[src/rtl/cmode_pkg.sv]
package cmode_pkg;
  typedef enum logic [1:0] {
    M_OFF   = 2'd0,
    M_DIS   = 2'd1,
    M_EN    = 2'd2,
    M_SPLIT = 2'd3
  } mode_e;

  typedef enum logic [1:0] {
    A_NOP  = 2'd0,
    A_GO   = 2'd1,
    A_INIT = 2'd2,
    A_ERR  = 2'd3
  } act_e;
endpackage

[src/rtl/cmode_rules.sv]
module cmode_rules
  import cmode_pkg::*;
(
  input  mode_e cur_i,
  input  mode_e req_i,
  input  logic  tags_ok_i,
  output act_e  act_o
);
  always_comb begin
    act_o = A_ERR;
    if (req_i == cur_i) begin
      act_o = A_NOP;
    end else if (req_i == M_OFF) begin
      act_o = A_GO;
    end else begin
      unique case (cur_i)
        M_OFF:   act_o = (req_i == M_DIS) ? A_GO : A_INIT;
        M_DIS:   act_o = (req_i == M_EN && tags_ok_i) ? A_GO : A_ERR;
        M_EN:    act_o = (req_i == M_DIS) ? A_GO : A_ERR;
        M_SPLIT: begin
          if (req_i == M_DIS)                 act_o = A_GO;
          else if (req_i == M_EN && tags_ok_i) act_o = A_GO;
          else                                 act_o = A_ERR;
        end
        default: act_o = A_ERR;
      endcase
    end
  end
endmodule

[src/rtl/cmode_sweep.sv]
module cmode_sweep #(
  parameter int TAGS = 64,
  localparam int AW = $clog2(TAGS)
) (
  input  logic          clk,
  input  logic          rst_n,
  input  logic          start_i,
  output logic          active_o,
  output logic [AW-1:0] addr_o,
  output logic          done_o
);
  localparam logic [AW-1:0] LAST = AW'(TAGS - 1);

  always_ff @(posedge clk or negedge rst_n) begin
    if (!rst_n) begin
      active_o <= 1'b0;
      addr_o   <= '0;
    end else if (active_o) begin
      if (addr_o == LAST) active_o <= 1'b0;
      else                addr_o   <= addr_o + AW'(1);
    end else if (start_i) begin
      active_o <= 1'b1;
      addr_o   <= '0;
    end
  end

  assign done_o = active_o && (addr_o == LAST);


  addr_in_range_chk: assert property (@(posedge clk) disable iff (!rst_n)
    active_o |-> (int'(addr_o) < TAGS));


  addr_step_chk: assert property (@(posedge clk) disable iff (!rst_n)
    (active_o && $past(active_o)) |-> (addr_o == $past(addr_o) + AW'(1)));
endmodule

[src/rtl/cmode_seq.sv]
module cmode_seq
  import cmode_pkg::*;
#(
  parameter int TAGS = 64
) (
  input  logic                    clk,
  input  logic                    rst_n,
  input  logic                    req_valid_i,
  input  logic [1:0]              req_mode_i,
  input  logic                    ret_i,
  output logic [1:0]              mode_o,
  output logic                    busy_o,
  output logic                    tag_we_o,
  output logic [$clog2(TAGS)-1:0] tag_addr_o,
  output logic                    err_o
);
  localparam int AW = $clog2(TAGS);

  mode_e cur_q, tgt_q, req_m;
  logic  tags_ok_q, err_q, sweep_on, sweep_done, start;
  act_e  act;

  assign req_m = mode_e'(req_mode_i);

  cmode_rules rules_i (
    .cur_i     (cur_q),
    .req_i     (req_m),
    .tags_ok_i (tags_ok_q),
    .act_o     (act)
  );

  assign start = !sweep_on && !ret_i && req_valid_i && (act == A_INIT);

  cmode_sweep #(.TAGS(TAGS)) sweep_i (
    .clk      (clk),
    .rst_n    (rst_n),
    .start_i  (start),
    .active_o (sweep_on),
    .addr_o   (tag_addr_o),
    .done_o   (sweep_done)
  );

  always_ff @(posedge clk or negedge rst_n) begin
    if (!rst_n) begin
      cur_q     <= M_OFF;
      tgt_q     <= M_OFF;
      tags_ok_q <= 1'b0;
      err_q     <= 1'b0;
    end else begin
      err_q <= 1'b0;
      if (sweep_on) begin
        if (sweep_done) begin
          cur_q     <= tgt_q;
          tags_ok_q <= 1'b1;
        end
      end else if (ret_i) begin
        if (cur_q == M_SPLIT) tags_ok_q <= 1'b0;
        else                  err_q     <= 1'b1;
      end else if (req_valid_i) begin
        unique case (act)
          A_GO:    cur_q <= req_m;
          A_INIT:  tgt_q <= req_m;
          A_ERR:   err_q <= 1'b1;
          default: ;
        endcase
      end
    end
  end

  assign mode_o   = cur_q;
  assign busy_o   = sweep_on;
  assign tag_we_o = sweep_on;
  assign err_o    = err_q;


  off_while_busy_chk: assert property (@(posedge clk) disable iff (!rst_n)
    busy_o |-> (mode_o == 2'(M_OFF)));


  sweep_lands_chk: assert property (@(posedge clk) disable iff (!rst_n)
    ($past(busy_o) && !busy_o) |-> (mode_o == 2'(M_EN) || mode_o == 2'(M_SPLIT)));


  err_keeps_mode_chk: assert property (@(posedge clk) disable iff (!rst_n)
    err_o |-> (mode_o == $past(mode_o)));


  no_err_in_sweep_chk: assert property (@(posedge clk) disable iff (!rst_n)
    (busy_o && $past(busy_o)) |-> !err_o);
endmodule

[config.mk]
export PLATFORM = sky130hd
export DESIGN_NAME = cmode_seq
export DESIGN_NICKNAME = d
export VERILOG_FILES = /design/src/rtl/cmode_pkg.sv /design/src/rtl/cmode_rules.sv /design/src/rtl/cmode_sweep.sv /design/src/rtl/cmode_seq.sv
export SDC_FILE = /design/constraint.sdc
export NUM_CORES = 1
export LEC_CHECK = 0
export ABC_CLOCK_PERIOD_IN_PS = 1750
export CAP_MARGIN = 20
export CORE_MARGIN = 2
export CORE_UTILIZATION = 47
export CTS_BUF_LIST = sky130_fd_sc_hd__clkbuf_8 sky130_fd_sc_hd__clkbuf_16
export DETAILED_ROUTE_END_ITERATION = 6
export MAX_ROUTING_LAYER = met4
export PLACE_DENSITY_LB_ADDON = 0.2
export SYNTH_ARGS = -nofsm -noshare
export SYNTH_HDL_FRONTEND = slang
export SYNTH_SLANG_ARGS = --single-unit
[constraint.sdc]
create_clock -name clk -period 1.75 [get_ports clk]
set_input_delay 0.2625 -clock clk [delete_from_list [all_inputs] [get_ports clk]]
set_output_delay 0.2625 -clock clk [all_outputs]
set_load 0.005 [all_outputs]
==> out/results.txt, run 1 <==
status = completed
initial core utilization = 49.32%
DIE HEIGHT = 43.30 um
post-synthesis sequential element count = 13
Post-Route Setup TNS = 0 ns
DR pass1 iterations = 5
DR vias/cell = 5.660
routability-driven placement congestion ratio = 0.8554
distinct cell type count after synthesis = 36
number of endpoints failing setup at the final stage = 0
area fraction of the dominant cell type after synthesis = 44.83%
Lkg Pwr = 0.0004090 uW
number of standard-cell rows in the floorplan = 14
cell type group with the largest total delay on the critical path = buffers and inverters
area used by multi-input combinational logic = 365.4 sq um
number of clock sinks = 13
largest net degree at the start of global routing = 14
MaxCap Viol Count = 0
Mapped Avg Cell Area = 10.22 sq um
Resized Gates After CTS = 0
final HPWL from detailed placement = 1107 um
final-layout fill cell count = 130
GR Overflow Total = 0
Setup CP Type = reg -> out
area of all placed cells without fillers = 942.2 sq um
setup skew after layout = 0.0006231 ns
initial antenna violation count = 0
cell types with the highest counts after synthesis = dfrtp_1, nand2_1, nand3_1
Synth-to-Final Area Change = 29.83%
shortest period the worst path allows = 1.571 ns
ys flop type = dfrtp_1
number of hold violations in the final report = 0
most area-hungry cell type in the Yosys netlist = dfrtp_1
buffer levels on the longest clock path = 2
arrival time of the worst setup path = 1.31 ns
worst path bufs/invs = 1
number of top-level pins = 17
capturing element type of the critical path = output pin
share of layout cells above drive strength 1 = 13.33%
Core Region = 1471 sq um
maximum net fanout on the critical path = 9
Post CTS Setup Buffer Count = 0
count of inserted antenna diode cells = 0
clock latency on the worst-skew pair = 0.24 ns
most frequently used cell type in the post-synthesis netlist = dfrtp_1
cells after synthesis = 71
DRC violation count after routing = 0
pwr dens = 1744 nW/um^2
number of buffers inserted by hold repair at cts = 0
Syn. warnings = 0
DRT iter0 DRCs = 11
Die X-Extent = 43.30 um
# nets final = 98
Worst path depth = 1
TritonCTS clock tree = built
area of all sequential standard cells = 325.3 sq um
TritonCTS Buffers = 3
sort of element at the start of the critical path = register
share of the cycle needed by the critical path after routing = 89.76%
number of global-route vias before repair = 580
endpoint required time on the critical path = 1.49 ns
post-synthesis sequential area ratio = 44.83%
utilization after layout = 64.03%
Clock Root Buffer = clkbuf_8
top area cells in the synthesized netlist = dfrtp_1, nand2_1, nand3_1
Wirelength per Cell = 14.39 um
htree depth = 1
cell type of the slowest stage on the worst timing path = clkdlybuf4s50_1
instance area at placement = 897.1 sq um
global-route wire length before repair = 2656 um
transition time of the tightest slew-check pin = 0.5608 ns
total detailed-routing wirelength = 1525 um
VDD IR-drop max = 951.5 uV
DR vias = 600
final-report max-slew violation count = 0
highest attainable clock frequency = 636.6 MHz
ANT nets after route = 0
setup repair after global routing missed its margin = false
Worst slew margin = 62.50%
Clock Pin Slew Worst Setup and Hold Paths = 0.05 ns
asr flop ratio synth = 100.0%
syn nets = 78
peak per-stage delay on the critical path = 0.56 ns
I/O Buffers = 16
combined area of all synthesized cells = 725.7 sq um
Post-synth EDFFs = 0
gr usage total = 20.14%
Hold Path Class = in -> async
area of the die = 1874 sq um
cells along the critical path = clkdlybuf4s50_1
worst reg-to-reg path cell count = 4
-- final cells by class --
| cell class | count | share of cell area [%] |
|---|---|---|
| multi-input cells | 52 | 38.78 |
| flip-flops and latches | 13 | 34.53 |
| repair buffers | 18 | 18.59 |
| clock buffers | 3 | 4.382 |
| well taps | 16 | 2.125 |
| inverters | 3 | 1.195 |
| clock inverters | 1 | 0.3984 |
-- worst paths after layout --
check / endpoint / slack [ns] / start
min reg2reg: tgt_q[1] / 0.47 / tgt_q[1]
max: mode_o[0] / 0.18 / mode_o[0]
min in group clk: tgt_q[1] / 0.47 / tgt_q[1]
max reg2reg: sweep_i.addr_o[3] / 0.35 / sweep_i.addr_o[0]
min: sweep_i.addr_o[0] / 0.38 / rst_n
max in group asynchronous: err_o / 1.00 / rst_n
-- stage by stage --
| step | instances | setup WS (ns) | hold slack (ns) | total power (uW) |
|---|---|---|---|---|
| 2_1_floorplan | 71 | 0.3816 | -0.03309 | 1047 |
| 3_3_place_gp | 102 | 0.06380 | 0.4496 | 1373 |
| 3_5_place_dp | 102 | 0.03488 | 0.4541 | 1384 |
| 4_1_cts | 106 | 0.1824 | 0.4050 | 1657 |
| 5_1_grt | 106 | 0.1087 | 0.4466 | 1773 |
| 6_report | 106 | 0.1793 | 0.3830 | 1643 |
-- layer usage --
metal	up-vias	part of all wire [%]	global-route usage [%]
met5	-	0	-
met4	0	2.0	12.73
met3	4	3.2	3.830
met2	12	49	28.96
met1	286	46	25.81
li1	298	-	-
-- layout by cell type, fill, tap and decap left out, types with 2 or more instances in the layout --
cell             synthesis  routed
dfrtp_1                 13      13
o21ai_1                  3       3
nor2_1                   2       2
nand3_1                  5       5
nor2b_1                  2       2
nand2_1                  7       7
clkdlybuf4s50_1          0      16
inv_1                    3       4
clkbuf_8                 0       3
xor2_1                   2       2
or3_1                    2       2
buf_4                    1       2
a21oi_1                  2       2
o21ai_0                  3       3
o311a_1                  2       2
nand4_1                  2       2
-- sequential cells by signal, indices dropped and copies added, names as in the netlist --
register / cells
sweep_i.addr_o: 6
mode_o: 2
tgt_q: 2
err_o: 1
sweep_i.active_o: 1
tags_ok_q: 1
-- power breakdown --
group / leakage (uW) / internal (uW) / switching (uW)
sequential: 0.000155 / 447 / 198
clock: 0.0000269 / 155 / 107
combinational: 0.000227 / 440 / 295
-- logic make-up after synthesis --
kind of cell	share of synthesized area [%]
simple gates	23.97
compound gates	18.79
flops	44.83
buf+inv	4.827
xor+xnor	2.414
mux	3.448
fa+ha+maj	1.724
Note: power is estimated with default switching activity, not from simulation.
==> inputs of run 2 (changes only) <==
--- a/config.mk
+++ b/config.mk
@@ -5,10 +5,10 @@
 export SDC_FILE = /design/constraint.sdc
 export NUM_CORES = 1
 export LEC_CHECK = 0
-export ABC_CLOCK_PERIOD_IN_PS = 1750
+export ABC_CLOCK_PERIOD_IN_PS = 1880
 export CAP_MARGIN = 20
 export CORE_MARGIN = 2
-export CORE_UTILIZATION = 47
+export CORE_UTILIZATION = 51
 export CTS_BUF_LIST = sky130_fd_sc_hd__clkbuf_8 sky130_fd_sc_hd__clkbuf_16
 export DETAILED_ROUTE_END_ITERATION = 6
 export MAX_ROUTING_LAYER = met4
@@ -16,3 +16,4 @@
 export SYNTH_ARGS = -nofsm -noshare
 export SYNTH_HDL_FRONTEND = slang
 export SYNTH_SLANG_ARGS = --single-unit
+export TNS_END_PERCENT = 30
==> constraint.sdc (replaced) <==
create_clock -name clk -period 1.88 [get_ports clk]
set_input_delay 0.282 -clock clk [delete_from_list [all_inputs] [get_ports clk]]
set_output_delay 0.282 -clock clk [all_outputs]
set_load 0.005 [all_outputs]
==> out/results.txt, run 2 (synthesis results as in run 1) <==
GR Overflow Total = 0 (unchanged)
worst hold margin = 0.4180 ns (+0.03494 ns)
total detailed-routing wirelength = 1509 um (-1.0%)
final-layout fill cell count = 92 (-29%)
I/O Buffers = 16 (unchanged)
cell type group with the largest total delay on the critical path = buffers and inverters
sort of element at the start of the critical path = register
TritonCTS Buffers = 3 (unchanged)
transition time of the tightest slew-check pin = 0.5953 ns (+0.03448 ns)
Clock Pin Slew Worst Setup and Hold Paths = 0.06 ns (about the same)
setup repair after global routing missed its margin = false
Lkg Pwr = 0.0004041 uW (-1.2%)
Reg with most FFs = sweep_i.addr_o
Clock Root Buffer = clkbuf_8
Wirelength per Cell = 14.51 um (+0.85%)
number of hold violations in the final report = 0 (unchanged)
cell type of the slowest stage on the worst timing path = clkdlybuf4s50_1
worst path bufs/invs = 1 (unchanged)
maximum net fanout on the critical path = 11 (+2)
DR pass1 iterations = 4 (-1)
endpoint required time on the critical path = 1.60 ns (+0.11 ns)
number of endpoints failing setup at the final stage = 0 (unchanged)
number of standard-cell rows in the floorplan = 13 (-1)
final-report max-slew violation count = 0 (unchanged)
capturing element type of the critical path = output pin
TritonCTS clock tree = built
arrival time of the worst setup path = 1.38 ns (+0.07 ns)
final HPWL from detailed placement = 1099 um (-0.71%)
MaxCap Viol Count = 0 (unchanged)
# nets final = 97 (-1.0%)
DRT iter0 DRCs = 9 (-2)
DR vias/cell = 5.856 (+3.5%)
gr usage total = 21.11% (+0.96 points)
number of top-level pins = 17 (unchanged)
worst setup slack after layout = 0.2161 ns (+0.03682 ns)
post-route insts no fill = 104 (-1.9%)
instance area at placement = 888.4 sq um (-0.98%)
number of global-route vias before repair = 599 (+3.3%)
buffer levels on the longest clock path = 2 (unchanged)
initial core utilization = 55.08% (+5.8 points)
Post-Place Setup Slack = 0.1764 ns (+0.1416 ns)
cells along the critical path = clkdlybuf4s50_1
pwr dens = 1622 nW/um^2 (-7.0%)
instance count after placement with tap cells included = 100 (-2.0%)
htree depth = 1 (unchanged)
area of all placed cells without fillers = 933.4 sq um (-0.93%)
VDD IR-drop max = 983.5 uV (+3.4%)
Core Region = 1318 sq um (-10%)
count of inserted antenna diode cells = 0 (unchanged)
Worst slew margin = 60.19% (-2.3 points)
shortest period the worst path allows = 1.664 ns
global-route wire length before repair = 2739 um (+3.1%)
Setup CP Type = reg -> out
highest attainable clock frequency = 601.0 MHz
DR vias = 609 (+1.5%)
leading cell type in the layout, fill and taps excluded = clkdlybuf4s50_1
number of clock sinks = 13 (unchanged)
routability-driven placement congestion ratio = 0.8808 (+3.0%)
DRC violation count after routing = 0 (unchanged)
Post CTS Setup Buffer Count = 0 (unchanged)
setup skew after layout = 0.003682 ns (+0.003059 ns)
Synth-to-Final Area Change = 28.62%
Hold Path Class = in -> async
Resized Gates After CTS = 0 (unchanged)
flip-flop count of the largest register, all copies and words added = 6 (unchanged)
share of layout cells above drive strength 1 = 12.36% (-0.97 points)
clock latency on the worst-skew pair = 0.24 ns (about the same)
peak per-stage delay on the critical path = 0.58 ns (+0.02 ns)
status = completed
area of the die = 1741 sq um (-7.1%)
DIE HEIGHT = 41.72 um (-3.6%)
area of all sequential standard cells = 325.3 sq um (unchanged)
Post-Route Setup TNS = 0 ns (unchanged)
share of the cycle needed by the critical path after routing = 88.51%
leading cell types in the layout, fill and taps excluded = clkdlybuf4s50_1, dfrtp_1, nand2_1, nand3_1, inv_1
ANT nets after route = 0 (unchanged)
initial antenna violation count = 0 (unchanged)
Die X-Extent = 41.72 um (-3.6%)
number of buffers inserted by hold repair at cts = 0 (unchanged)
largest net degree at the start of global routing = 14 (unchanged)
area used by multi-input combinational logic = 365.4 sq um (unchanged)
## run 2: changes by cell type in the layout (fill, tap and decap cells not counted)
cell	change
buf_4	-1
## run 2: power breakdown
group | switching (uW) | internal [uW] | leakage, uW | total [uW]
logic | 253 | 396 | 0.000222 | 649
clock network | 97.4 | 144 | 0.0000269 | 241
registers | 208 | 416 | 0.000155 | 624
total | 558 | 956 | 0.000404 | 1510
## run 2: worst paths after layout
path / startpoint / end / slack, ns / cells past startpoint
max: sweep_i.active_o / tag_we_o / 0.22 / 1
min: rst_n / mode_o[0] / 0.42 / 1
max reg2reg: sweep_i.active_o / tgt_q[0] / 0.40 / 3
min reg2reg: tgt_q[1] / tgt_q[1] / 0.46 / 1
max in group asynchronous: rst_n / tags_ok_q / 1.07 / 1
min in group clk: tgt_q[1] / tgt_q[1] / 0.46 / 1
## run 2: final cells by class
| class | count | area share, % |
|---|---|---|
| Timing Repair Buffer | 17 | 17.96 |
| Tap cell | 15 | 2.011 |
| Sequential cell | 13 | 34.85 |
| Clock inverter | 1 | 0.4021 |
| Clock buffer | 3 | 4.424 |
| Multi-Input combinational cell | 52 | 39.14 |
| Inverter | 3 | 1.206 |
## run 2: routing by layer
layer  up-vias  wire length (um)  track usage [%]
li1        297                 -                -
met1       286               741            29.36
met2        22               656            29.38
met3         4                79            3.913
met4         0                31            10.32
met5         -                 0                -
## run 2: stage by stage
stage / total power, uW / util [%]
after CTS: 1519 / 70.85
final: 1514 / 70.85
after global routing: 1639 / 70.85
after global placement: 1253 / 67.43
after detailed placement: 1272 / 67.43
after floorplan: 974.4 / -
